--- config.mk ---
export PLATFORM = sky130hd
export DESIGN_NAME = audio_port_clocking
export DESIGN_NICKNAME = d
export VERILOG_FILES = /design/src/rtl/apc_pkg.sv /design/src/rtl/apc_clock_ctrl.sv /design/src/rtl/apc_serial_path.sv /design/src/rtl/audio_port_clocking.sv
export SDC_FILE = /design/constraint.sdc
export NUM_CORES = 1
export LEC_CHECK = 0
export BUFFER_PORTS_ARGS = -buffer_cell sky130_fd_sc_hd__buf_2
export CELL_PAD_IN_SITES_DETAIL_PLACEMENT = 1
export CELL_PAD_IN_SITES_GLOBAL_PLACEMENT = 1
export CORE_UTILIZATION = 44
export CTS_CLUSTER_DIAMETER = 150
export DETAILED_ROUTE_END_ITERATION = 10
export HOLD_SLACK_MARGIN = 0.06
export PLACE_DENSITY_LB_ADDON = 0.2
export SETUP_SLACK_MARGIN = 0.4
export SYNTH_ARGS = -nofsm -noshare
export SYNTH_HDL_FRONTEND = slang
export SYNTH_SLANG_ARGS = --single-unit
--- constraint.sdc ---
create_clock -name clk -period 6.65 [get_ports clk]
set_input_delay 0.9975 -clock clk [delete_from_list [all_inputs] [get_ports clk]]
set_output_delay 0.9975 -clock clk [all_outputs]
set_load 0.02 [all_outputs]
--- src/rtl/apc_pkg.sv ---
package apc_pkg;
  localparam int CNT_W = 12;
  localparam int RATE_W = 4;

  typedef enum logic [1:0] {SPD_96, SPD_48, SPD_8, SPD_BAD} spd_e;

  typedef struct packed {
    logic              master;
    logic              usb;
    logic              bosr;
    logic [RATE_W-1:0] rate;
  } cfg_t;

  typedef struct packed {
    logic bitRise;
    logic bitFall;
    logic adcLeft;
    logic adcRight;
    logic dacLeft;
    logic dacRight;
  } strobe_t;

  // Speed class of one path for a given setting
  function automatic spd_e speedOf(cfg_t c, logic dacSide);
    case (c.rate)
      4'd0: return SPD_48;
      4'd1: return dacSide ? SPD_8 : SPD_48;
      4'd2: return dacSide ? SPD_48 : SPD_8;
      4'd3: return SPD_8;
      4'd7: return c.usb ? SPD_BAD : SPD_96;
      default: return SPD_BAD;
    endcase
  endfunction

  function automatic logic isBad(cfg_t c);
    return (speedOf(c, 1'b0) == SPD_BAD) || (speedOf(c, 1'b1) == SPD_BAD);
  endfunction

  // Frame length in master clocks
  function automatic logic [CNT_W-1:0] periodOf(cfg_t c, spd_e s);
    int base;
    base = c.usb ? (c.bosr ? 272 : 250) : (c.bosr ? 384 : 256);
    case (s)
      SPD_96: base = base / 2;
      SPD_8:  base = base * 6;
      default: ;
    endcase
    return CNT_W'(base);
  endfunction

  // High time: half the frame, forced even so edges meet a bit clock fall
  function automatic logic [CNT_W-1:0] halfOf(logic [CNT_W-1:0] p);
    return {1'b0, p[CNT_W-1:2], 1'b0};
  endfunction
endpackage

--- src/rtl/apc_clock_ctrl.sv ---
module apc_clock_ctrl
  import apc_pkg::*;
#(
  parameter int ADDR_W = 7,
  parameter int DATA_W = 9,
  parameter logic [ADDR_W-1:0] MODE_ADDR = 7'h07,
  parameter logic [ADDR_W-1:0] RATE_ADDR = 7'h08,
  parameter int MODE_BIT = 6,
  parameter int SYNC_N = 3
) (
  input  logic              clk,
  input  logic              rstN,
  input  logic              wrEn,
  input  logic [ADDR_W-1:0] wrAddr,
  input  logic [DATA_W-1:0] wrData,
  input  logic              bclkIn,
  input  logic              adcLrcIn,
  input  logic              dacLrcIn,
  output strobe_t           strb,
  output logic              bclkOut,
  output logic              adcLrcOut,
  output logic              dacLrcOut,
  output logic              clkOe,
  output logic              rateError
);
  localparam int FIELD_W = RATE_W + 2;

  cfg_t pendCfg, actCfg, nextCfg;
  logic [CNT_W-1:0] adcCnt, dacCnt, adcCntN, dacCntN;
  logic [CNT_W-1:0] adcPer, dacPer, adcPerN, dacPerN, adcHalfN, dacHalfN;
  logic actRun, nextRun, wrapBoth, commit;
  logic adcLrcQ, dacLrcQ;
  logic [SYNC_N-1:0] bSync, aSync, dSync;
  strobe_t mStrb, sStrb;

  // Register write port: pending settings
  always_ff @(posedge clk) begin
    if (!rstN) begin
      pendCfg <= '0;
    end else if (wrEn) begin
      if (wrAddr == MODE_ADDR)
        pendCfg.master <= wrData[MODE_BIT];
      else if (wrAddr == RATE_ADDR)
        {pendCfg.rate, pendCfg.bosr, pendCfg.usb} <= wrData[FIELD_W-1:0];
    end
  end

  assign actRun   = actCfg.master && !isBad(actCfg);
  assign adcPer   = periodOf(actCfg, speedOf(actCfg, 1'b0));
  assign dacPer   = periodOf(actCfg, speedOf(actCfg, 1'b1));
  assign wrapBoth = (adcCnt == adcPer - CNT_W'(1)) && (dacCnt == dacPer - CNT_W'(1));
  assign commit   = !actRun || wrapBoth;
  assign nextCfg  = commit ? pendCfg : actCfg;
  assign nextRun  = nextCfg.master && !isBad(nextCfg);
  assign adcPerN  = periodOf(nextCfg, speedOf(nextCfg, 1'b0));
  assign dacPerN  = periodOf(nextCfg, speedOf(nextCfg, 1'b1));
  assign adcHalfN = halfOf(adcPerN);
  assign dacHalfN = halfOf(dacPerN);

  always_comb begin
    if (!nextRun || commit || adcCnt == adcPer - CNT_W'(1)) adcCntN = '0;
    else adcCntN = adcCnt + CNT_W'(1);
    if (!nextRun || commit || dacCnt == dacPer - CNT_W'(1)) dacCntN = '0;
    else dacCntN = dacCnt + CNT_W'(1);
  end

  always_ff @(posedge clk) begin
    if (!rstN) begin
      actCfg  <= '0;
      adcCnt  <= '0;
      dacCnt  <= '0;
      adcLrcQ <= 1'b0;
      dacLrcQ <= 1'b0;
    end else begin
      actCfg  <= nextCfg;
      adcCnt  <= adcCntN;
      dacCnt  <= dacCntN;
      adcLrcQ <= nextRun && (adcCntN < adcHalfN);
      dacLrcQ <= nextRun && (dacCntN < dacHalfN);
    end
  end

  // Slave re-timing: two flops plus one for edge detection
  always_ff @(posedge clk) begin
    if (!rstN) begin
      bSync <= '0;
      aSync <= '0;
      dSync <= '0;
    end else begin
      bSync <= {bSync[SYNC_N-2:0], bclkIn};
      aSync <= {aSync[SYNC_N-2:0], adcLrcIn};
      dSync <= {dSync[SYNC_N-2:0], dacLrcIn};
    end
  end

  always_comb begin
    mStrb.bitFall  = actRun && adcCnt[0];
    mStrb.bitRise  = actRun && !adcCnt[0];
    mStrb.adcLeft  = nextRun && (adcCntN == '0);
    mStrb.adcRight = nextRun && (adcCntN == adcHalfN);
    mStrb.dacLeft  = nextRun && (dacCntN == '0);
    mStrb.dacRight = nextRun && (dacCntN == dacHalfN);
    sStrb.bitRise  = bSync[SYNC_N-2] && !bSync[SYNC_N-1];
    sStrb.bitFall  = !bSync[SYNC_N-2] && bSync[SYNC_N-1];
    sStrb.adcLeft  = aSync[SYNC_N-2] && !aSync[SYNC_N-1];
    sStrb.adcRight = !aSync[SYNC_N-2] && aSync[SYNC_N-1];
    sStrb.dacLeft  = dSync[SYNC_N-2] && !dSync[SYNC_N-1];
    sStrb.dacRight = !dSync[SYNC_N-2] && dSync[SYNC_N-1];
    strb = actCfg.master ? mStrb : sStrb;
  end

  assign bclkOut   = actRun && adcCnt[0];
  assign adcLrcOut = adcLrcQ;
  assign dacLrcOut = dacLrcQ;
  assign clkOe     = actCfg.master;
  assign rateError = isBad(actCfg);

  assert_cnt_range_R3: assert property (@(posedge clk) disable iff (!rstN)
    actRun |-> (adcCnt < adcPer) && (dacCnt < dacPer));
  assert_err_quiet_R6: assert property (@(posedge clk) disable iff (!rstN)
    rateError |-> (!bclkOut && !adcLrcOut && !dacLrcOut));
  assert_cfg_at_boundary_R7: assert property (@(posedge clk) disable iff (!rstN)
    (actRun && $past(actRun) && actCfg != $past(actCfg)) |-> (adcCnt == '0 && dacCnt == '0));
  assert_bclk_toggle_R8: assert property (@(posedge clk) disable iff (!rstN)
    (actRun && $past(actRun)) |-> (bclkOut != $past(bclkOut)));
  assert_lrc_on_fall_R8: assert property (@(posedge clk) disable iff (!rstN)
    (actRun && $past(actRun) && (adcLrcOut != $past(adcLrcOut) || dacLrcOut != $past(dacLrcOut)))
      |-> !bclkOut);
  assert_slave_quiet_R11: assert property (@(posedge clk) disable iff (!rstN)
    !clkOe |-> (!bclkOut && !adcLrcOut && !dacLrcOut));
endmodule

--- src/rtl/apc_serial_path.sv ---
module apc_serial_path
  import apc_pkg::*;
#(
  parameter int WORD_W = 16
) (
  input  logic              clk,
  input  logic              rstN,
  input  strobe_t           strb,
  input  logic [WORD_W-1:0] adcLeftWord,
  input  logic [WORD_W-1:0] adcRightWord,
  output logic              adcData,
  input  logic              dacData,
  output logic [WORD_W-1:0] dacLeftWord,
  output logic [WORD_W-1:0] dacRightWord,
  output logic              dacValid
);
  localparam int BIT_W = $clog2(WORD_W + 1);
  localparam logic [BIT_W-1:0] LAST_BIT = BIT_W'(WORD_W - 1);
  localparam logic [BIT_W-1:0] IDLE_CNT = BIT_W'(WORD_W);

  logic [WORD_W-1:0] adcSh, dacSh, dacShN;
  logic [BIT_W-1:0]  bitCnt;
  logic              chanRight;

  // ADC: load at frame edge, shift on falling bit clock, zero fill
  always_ff @(posedge clk) begin
    if (!rstN) adcSh <= '0;
    else if (strb.adcLeft) adcSh <= adcLeftWord;
    else if (strb.adcRight) adcSh <= adcRightWord;
    else if (strb.bitFall) adcSh <= {adcSh[WORD_W-2:0], 1'b0};
  end
  assign adcData = adcSh[WORD_W-1];

  // DAC: sample on rising bit clock, first WORD_W bits of each half
  assign dacShN = {dacSh[WORD_W-2:0], dacData};

  always_ff @(posedge clk) begin
    if (!rstN) begin
      dacSh        <= '0;
      bitCnt       <= IDLE_CNT;
      chanRight    <= 1'b0;
      dacLeftWord  <= '0;
      dacRightWord <= '0;
      dacValid     <= 1'b0;
    end else begin
      dacValid <= 1'b0;
      if (strb.dacLeft) begin
        bitCnt    <= '0;
        chanRight <= 1'b0;
      end else if (strb.dacRight) begin
        bitCnt    <= '0;
        chanRight <= 1'b1;
      end else if (strb.bitRise && bitCnt < IDLE_CNT) begin
        dacSh  <= dacShN;
        bitCnt <= bitCnt + BIT_W'(1);
        if (bitCnt == LAST_BIT) begin
          if (chanRight) begin
            dacRightWord <= dacShN;
            dacValid     <= 1'b1;
          end else begin
            dacLeftWord <= dacShN;
          end
        end
      end
    end
  end

  assert_valid_pulse_R10: assert property (@(posedge clk) disable iff (!rstN)
    dacValid |=> !dacValid);
  assert_bit_cnt_bound_R10: assert property (@(posedge clk) disable iff (!rstN)
    bitCnt <= IDLE_CNT);
  assert_valid_stable_left_R10: assert property (@(posedge clk) disable iff (!rstN)
    dacValid |-> $stable(dacLeftWord));
endmodule

--- src/rtl/audio_port_clocking.sv ---
module audio_port_clocking
  import apc_pkg::*;
#(
  parameter int WORD_W = 16,
  parameter int ADDR_W = 7,
  parameter int DATA_W = 9
) (
  input  logic              clk,
  input  logic              rstN,
  input  logic              regWrEn,
  input  logic [ADDR_W-1:0] regAddr,
  input  logic [DATA_W-1:0] regData,
  input  logic              bclkIn,
  input  logic              adcLrcIn,
  input  logic              dacLrcIn,
  output logic              bclkOut,
  output logic              adcLrcOut,
  output logic              dacLrcOut,
  output logic              clkOe,
  output logic              adcData,
  input  logic              dacData,
  input  logic [WORD_W-1:0] adcLeftWord,
  input  logic [WORD_W-1:0] adcRightWord,
  output logic [WORD_W-1:0] dacLeftWord,
  output logic [WORD_W-1:0] dacRightWord,
  output logic              dacValid,
  output logic              rateError
);
  strobe_t strb;

  apc_clock_ctrl #(.ADDR_W(ADDR_W), .DATA_W(DATA_W)) u_ctrl (
    .clk(clk), .rstN(rstN), .wrEn(regWrEn), .wrAddr(regAddr), .wrData(regData),
    .bclkIn(bclkIn), .adcLrcIn(adcLrcIn), .dacLrcIn(dacLrcIn), .strb(strb),
    .bclkOut(bclkOut), .adcLrcOut(adcLrcOut), .dacLrcOut(dacLrcOut),
    .clkOe(clkOe), .rateError(rateError)
  );

  apc_serial_path #(.WORD_W(WORD_W)) u_path (
    .clk(clk), .rstN(rstN), .strb(strb),
    .adcLeftWord(adcLeftWord), .adcRightWord(adcRightWord), .adcData(adcData),
    .dacData(dacData), .dacLeftWord(dacLeftWord), .dacRightWord(dacRightWord),
    .dacValid(dacValid)
  );
endmodule

==> qor.yml, run 1 <==
cellPowerDensity_nw_per_um2: 201.6
peakVddDrop_mv: 0.1873
p_total_mw: 1.747
muxShareOfSynthArea_pct: 8.431
required_ns: 6.96
gp_congestion: 0.8356
power.internal_mw: 1.296
setup_ws_ns: 0.7957
setup_tns_ns: 0
ios: 94
via_per_inst: 5.735
grt.overflow.total: 0
layout.cell_area.non_filler_sq_um: 8666
synthXorXnorAreaFrac_pct: 4.631
numCtsBuffers: 17
seq_power_share_pct: 42.1
initial_core_util_pct: 45.77
grt_pass1_vias: 7179
synth_top_family_by_area: "simple AND/OR/NAND/NOR gates"
io_buffers: 91
yosysTopAreaCell: "dfxtp_1"
grt_antenna_before_repair: 3
maxSlewHeadroom_pct: 22.04
synth_most_common_cell: "nor2_1"
dieArea_sq_um: 17280
hpwlAfterDp_um: 15270
grtUsageTotal_pct: 26.08
combPwrFrac_pct: 5.5
critPathMaxFanout: 15
die_h_um: 131.5
num_rows: 46
switching_share_pct: 25.80
synthToLayoutAreaGrowth_pct: 17.49
drc: 0
htreeDepth: 4
yosys_warnings: 0
synth-compound-area-share_pct: 19.12
async_flop_share_pct: 0
fillers: 1985
core_sq_um: 16120
worstMarginPinSlew_ns: 1.165
grt_pass1_wl_um: 36440
rsz0062_at_grt: "no"
ys_dominant_reg_cell: "dfxtp_1"
synthAdderAreaFrac_pct: 6.107
arrival_ns: 6.17
synth_fp_nets: 1014
ff_latch_area_sq_um: 2384
ant_nets: 0
max-clock-path-buffers: 2
min_period_over_period_pct: 88.03
synth-simple-area-share_pct: 24.17
end_kind: "register"
die_w_um: 131.5
setup_viol_count_final: 0
worstSetupPathType: "register to register"
cts_tree: "done"
seq_area_frac_synth_pct: 32.30
holdWs_ns: 0.4389
maxCapViolCount: 0
cts_hold_buf: 0
grt_max_degree: 68
layout.nets: 1088
final.setup_skew_ns: 0.01898
synth_cell_types: 74
post_drt_wl_per_cell_um: 17.85
critical_path.startpoint_type: "register"
switchingPower_mw: 0.4508
status: "finished clean"
clkPwrFrac_pct: 52.4
synth_cells: 923
p_leak_nw: 3.598
drt_iter0_drc: 316
root_buffer: "clkbuf_16"
placed_cell_area_sq_um: 7996
hold_class: "register to register"
routed_wl_um: 21930
clock-sinks: 119
clk_pin_slew_worst_paths_ns: 0.06
netlist.area_leader.share_pct: 32.30
dr.pass1.iters: 5
synth-seq-cells: 119
hold_viol: 0
post-route-min-period_ns: 5.854
max_freq_ghz: 0.1708
clock_latency_ns: 0.43
syn_avg_cell_area_sq_um: 7.991
synth_commonest_cells: "nor2_1 (126), dfxtp_1 (119), nand2_1 (113)"
synth_enable_flop_cells: 0
pre_cts_slack_ns: 0.3613
drv_slew: 0
synth_area_sq_um: 7376
multiInputGateArea_sq_um: 4654
route.vias.total: 7048
synth.area.top_cells: "dfxtp_1 (32%), mux2i_1 (8.3%), nor2_1 (6.4%)"
layout-drive-gt1-share_pct: 17.92
[critical path: stages (launching register included)]
cell	delay [ns]
dfxtp_1	0.52
ha_1	0.32
buf_4	0.18
or4b_1	0.53
o31ai_1	0.10
xor2_1	0.22
nand4_1	0.10
o31a_1	0.18
and4bb_4	0.38
or2_4	0.17
nor2_1	0.06
a21oi_2	0.19
ha_2	0.36
and3_1	0.16
o21ai_0	0.13
o21ai_0	0.12
a22o_1	0.20
ha_1	0.29
nand4_1	0.08
nor2_1	0.17
nand4_1	0.15
a21oi_1	0.18
o22ai_1	0.15
o21a_2	0.29
buf_4	0.23
mux2i_1	0.22
nor2_1	0.05
[final timing paths]
| check | cells past startpoint | slack [ns] | from | end |
|---|---|---|---|---|
| max | 26 | 0.80 | u_ctrl.actCfg[5] | u_path.dacSh[14] |
| max reg2reg | 26 | 0.80 | u_ctrl.actCfg[5] | u_path.dacSh[14] |
| min | 1 | 0.44 | u_ctrl.aSync[0] | u_ctrl.aSync[1] |
| min reg2reg | 1 | 0.44 | u_ctrl.aSync[0] | u_ctrl.aSync[1] |
[cell usage in the layout, fill, tap and decap left out, types with 20 or more instances in the layout]
cell	instances
a21oi_1	59
xor2_1	20
ha_1	34
nand2_1	113
nor2_1	126
buf_4	28
mux2i_1	61
o21ai_0	26
a31oi_1	21
dfxtp_1	118
buf_2	91
[sequential cells by signal, summed over array words and instances (netlist names), 3 cells and up]
signal	count
u_path.adcSh	16
u_path.dacLeftWord	16
u_path.dacRightWord	16
u_path.dacSh	15
u_ctrl.adcCnt	12
u_ctrl.dacCnt	12
u_ctrl.pendCfg	7
u_ctrl.actCfg	6
u_path.bitCnt	5
u_ctrl.aSync	3
u_ctrl.bSync	3
u_ctrl.dSync	3
[routing by layer]
metal  share of wire, %  up-vias  track usage, %
met3                3.9       29           5.208
met4                1.7        0           9.238
li1                   -     3452               -
met1                 45     3420           32.51
met5                  0        -               0
met2                 49      147           44.39
[metrics by stage]
stage	util [%]	instances
finish	53.77	1229
global route	53.76	1228
CTS	53.28	1223
detailed placement	49.62	1191
global placement	49.62	1191
floorplan	-	923
[kinds of logic (layout without fill, tap and decap cells)]
logic type	count (synthesis)	after routing
flops	119	119
buf+inv	87	174
other cells	0	3
fa+ha+maj	36	36
simple gates	369	369
compound gates	211	211
xor+xnor	39	39
mux	62	62
[area by class of cell]
cell class              count  area share, %
clock inverters            15          1.805
flip-flops and latches    119          27.51
multi-input cells         717          53.71
inverters                  22         0.9529
well taps                 216          3.119
clock buffers              17          4.909
repair buffers            120          7.912
diodes                      3        0.08663
[power by group through the flow]
stage                     clock network, mW  logic (mW)  registers, mW
after global routing                  0.963       0.110          0.737
after CTS                             0.930      0.0971          0.735
after detailed placement                  0      0.0965          0.750
after global placement                    0      0.0938          0.750
after floorplan                           0      0.0613          0.748
final                                 0.915      0.0969          0.735
[repair_timing]
action / CTS / global route
gates resized for setup: 1 / 10
setup endpoints to repair: 17 / 69
buffers inserted: 0 / 3
cloned: 0 / 0
endpoints found under the hold margin: 0 / 0
pin swaps: 0 / 3
(Power assumes the default switching activity.)
==> run 2, diff against run 1 <==
--- a/config.mk
+++ b/config.mk
@@ -8,7 +8,7 @@
 export BUFFER_PORTS_ARGS = -buffer_cell sky130_fd_sc_hd__buf_2
 export CELL_PAD_IN_SITES_DETAIL_PLACEMENT = 1
 export CELL_PAD_IN_SITES_GLOBAL_PLACEMENT = 1
-export CORE_UTILIZATION = 44
+export CORE_UTILIZATION = 40
 export CTS_CLUSTER_DIAMETER = 150
 export DETAILED_ROUTE_END_ITERATION = 10
 export HOLD_SLACK_MARGIN = 0.06
==> run 2 against run 1 <==
Total power rose by 0.24%. Final cell count rose by 1.1%. Non-clock buffer count rose by 3. Clock power rose by 0.4%. Sequential power barely moved. Combinational power rose by 0.7%. Register-to-register slack improved by 0.02 ns. Worst setup slack improved by 0.015 ns. Design area rose by 0.65%. Die area rose by 9.8%. Sequential share of layout area fell by 0.16 points. Clock skew fell by 0.012 ns. Critical path type unchanged. Largest cell class unchanged.
==> qor.yml, run 2 (same netlist as run 1, synthesis figures left out) <==
status: "finished clean"
max_freq_ghz: 0.1713
io_buffers: 91
post-route-min-period_ns: 5.839
post_drt_wl_per_cell_um: 17.20
grt.overflow.total: 0
p_total_mw: 1.752
worstMarginPinSlew_ns: 1.067
clock-sinks: 119
clk_pin_slew_worst_paths_ns: 0.06
routed_wl_um: 21360
arrival_ns: 6.19
cellPowerDensity_nw_per_um2: 200.8
die_h_um: 137.8
switching_share_pct: 25.83
hold_viol: 0
drv_slew: 0
cts_tree: "done"
power.internal_mw: 1.299
combPwrFrac_pct: 5.6
cp_slowest_stage_delay_ns: 0.41
critPathMaxFanout: 16
top_regs: "u_path.adcSh (16), u_path.dacLeftWord (16), u_path.dacRightWord (16)"
r2r_cells: 29
critical_path.startpoint_type: "register"
layout.cell_area.non_filler_sq_um: 8722
root_buffer: "clkbuf_16"
dr.pass1.iters: 6
clock_latency_ns: 0.42
p_leak_nw: 3.611
dp_cells: 1206
final_core_util_pct: 48.39
placed_cell_area_sq_um: 8053
route.vias.total: 6896
maxCapViolCount: 0
cpMostUsedCell: "o21ai_0"
numCtsBuffers: 17
min_period_over_period_pct: 87.81
layout.nets: 1091
ios: 94
grt_pass1_wl_um: 35330
end_kind: "register"
final_common_cell: "nor2_1"
final.setup_skew_ns: 0.007423
grt_pass1_vias: 6925
holdWs_ns: 0.4310
drc: 0
initial_core_util_pct: 40.92
instances_no_fill: 1242
worstSetupPathType: "register to register"
layout-drive-gt1-share_pct: 18.46
cp_slowest_cell: "dfxtp_2"
setup_viol_count_final: 0
pre_cts_slack_ns: 0.4207
die_w_um: 137.8
gp_congestion: 0.8295
grt_max_degree: 68
final_cell_mix: "nor2_1 (125), dfxtp_1 (117), nand2_1 (113)"
cp-startpoint: "u_ctrl.actCfg[5]"
synthToLayoutAreaGrowth_pct: 18.25
max-clock-path-buffers: 2
hpwlAfterDp_um: 15040
clkPwrFrac_pct: 52.5
num_rows: 49
via_per_inst: 5.552
antenna_cells: 0
hold_class: "register to register"
required_ns: 7.00
r2r-start: "u_ctrl.actCfg[5]"
peakVddDrop_mv: 0.1794
hold_start: "u_ctrl.bSync[0]"
core_sq_um: 18020
maxSlewHeadroom_pct: 28.54
ant_nets: 0
min_path_cells: 1
switchingPower_mw: 0.4524
seq_power_share_pct: 42.0
grtUsageTotal_pct: 23.88
setup_tns_ns: 0
dieArea_sq_um: 18990
drt_iter0_drc: 303
setup_ws_ns: 0.8109
grt_antenna_before_repair: 0
htreeDepth: 4
rsz0062_at_grt: "no"
==> run 2: layer usage <==
layer | wire (um) | global-route usage (%) | vias to the layer above | share of wire, %
li1 | - | - | 3448 | -
met1 | 9985 | 30.81 | 3316 | 47
met2 | 10150 | 39.95 | 103 | 48
met3 | 871 | 4.893 | 29 | 4.1
met4 | 347 | 6.884 | 0 | 1.6
met5 | 0 | 0 | - | 0
==> run 2: area by class of cell <==
type                    count  area [sq um]
repair buffers            123         732.0
flip-flops and latches    119          2385
clock buffers              17         425.4
well taps                 229         286.5
clock inverters            15         160.2
fillers                  2220          9303
inverters                  22         85.08
multi-input cells         717          4648
==> run 2: repair_timing <==
action	CTS	global route
endpoints found under the setup margin	33	68
hold buffers	0	0
pin swaps	0	6
buffers inserted	0	4
gates resized for setup	2	15
==> run 2: worst paths after layout <==
path,endpoint,slack (ns)
setup reg to reg,u_path.dacLeftWord[8],0.81
hold reg to reg,u_ctrl.bSync[1],0.43
hold / removal,u_ctrl.bSync[1],0.43
setup / recovery,u_path.dacLeftWord[8],0.81
==> run 2: power by group through the flow <==
stage                     logic, mW  clock network [mW]  registers (mW)
after floorplan              0.0613                   0           0.748
after CTS                    0.0984               0.936           0.735
final                        0.0976               0.919           0.735
after global routing          0.110               0.965           0.736
after global placement       0.0951                   0           0.750
after detailed placement     0.0975                   0           0.750
==> run 2: worst max-delay path, delay by kind of cell, from the launching register on <==
| family | cells | cell delay, ns |
|---|---|---|
| AOI/OAI and AO/OA | 9 | 1.41 |
| xor gates and xnor gates | 1 | 0.15 |
| adders and majority gates | 3 | 0.92 |
| buffers and inverters | 4 | 0.72 |
| DFF | 1 | 0.41 |
| muxes | 1 | 0.22 |
| and+or+nand+nor | 11 | 1.94 |
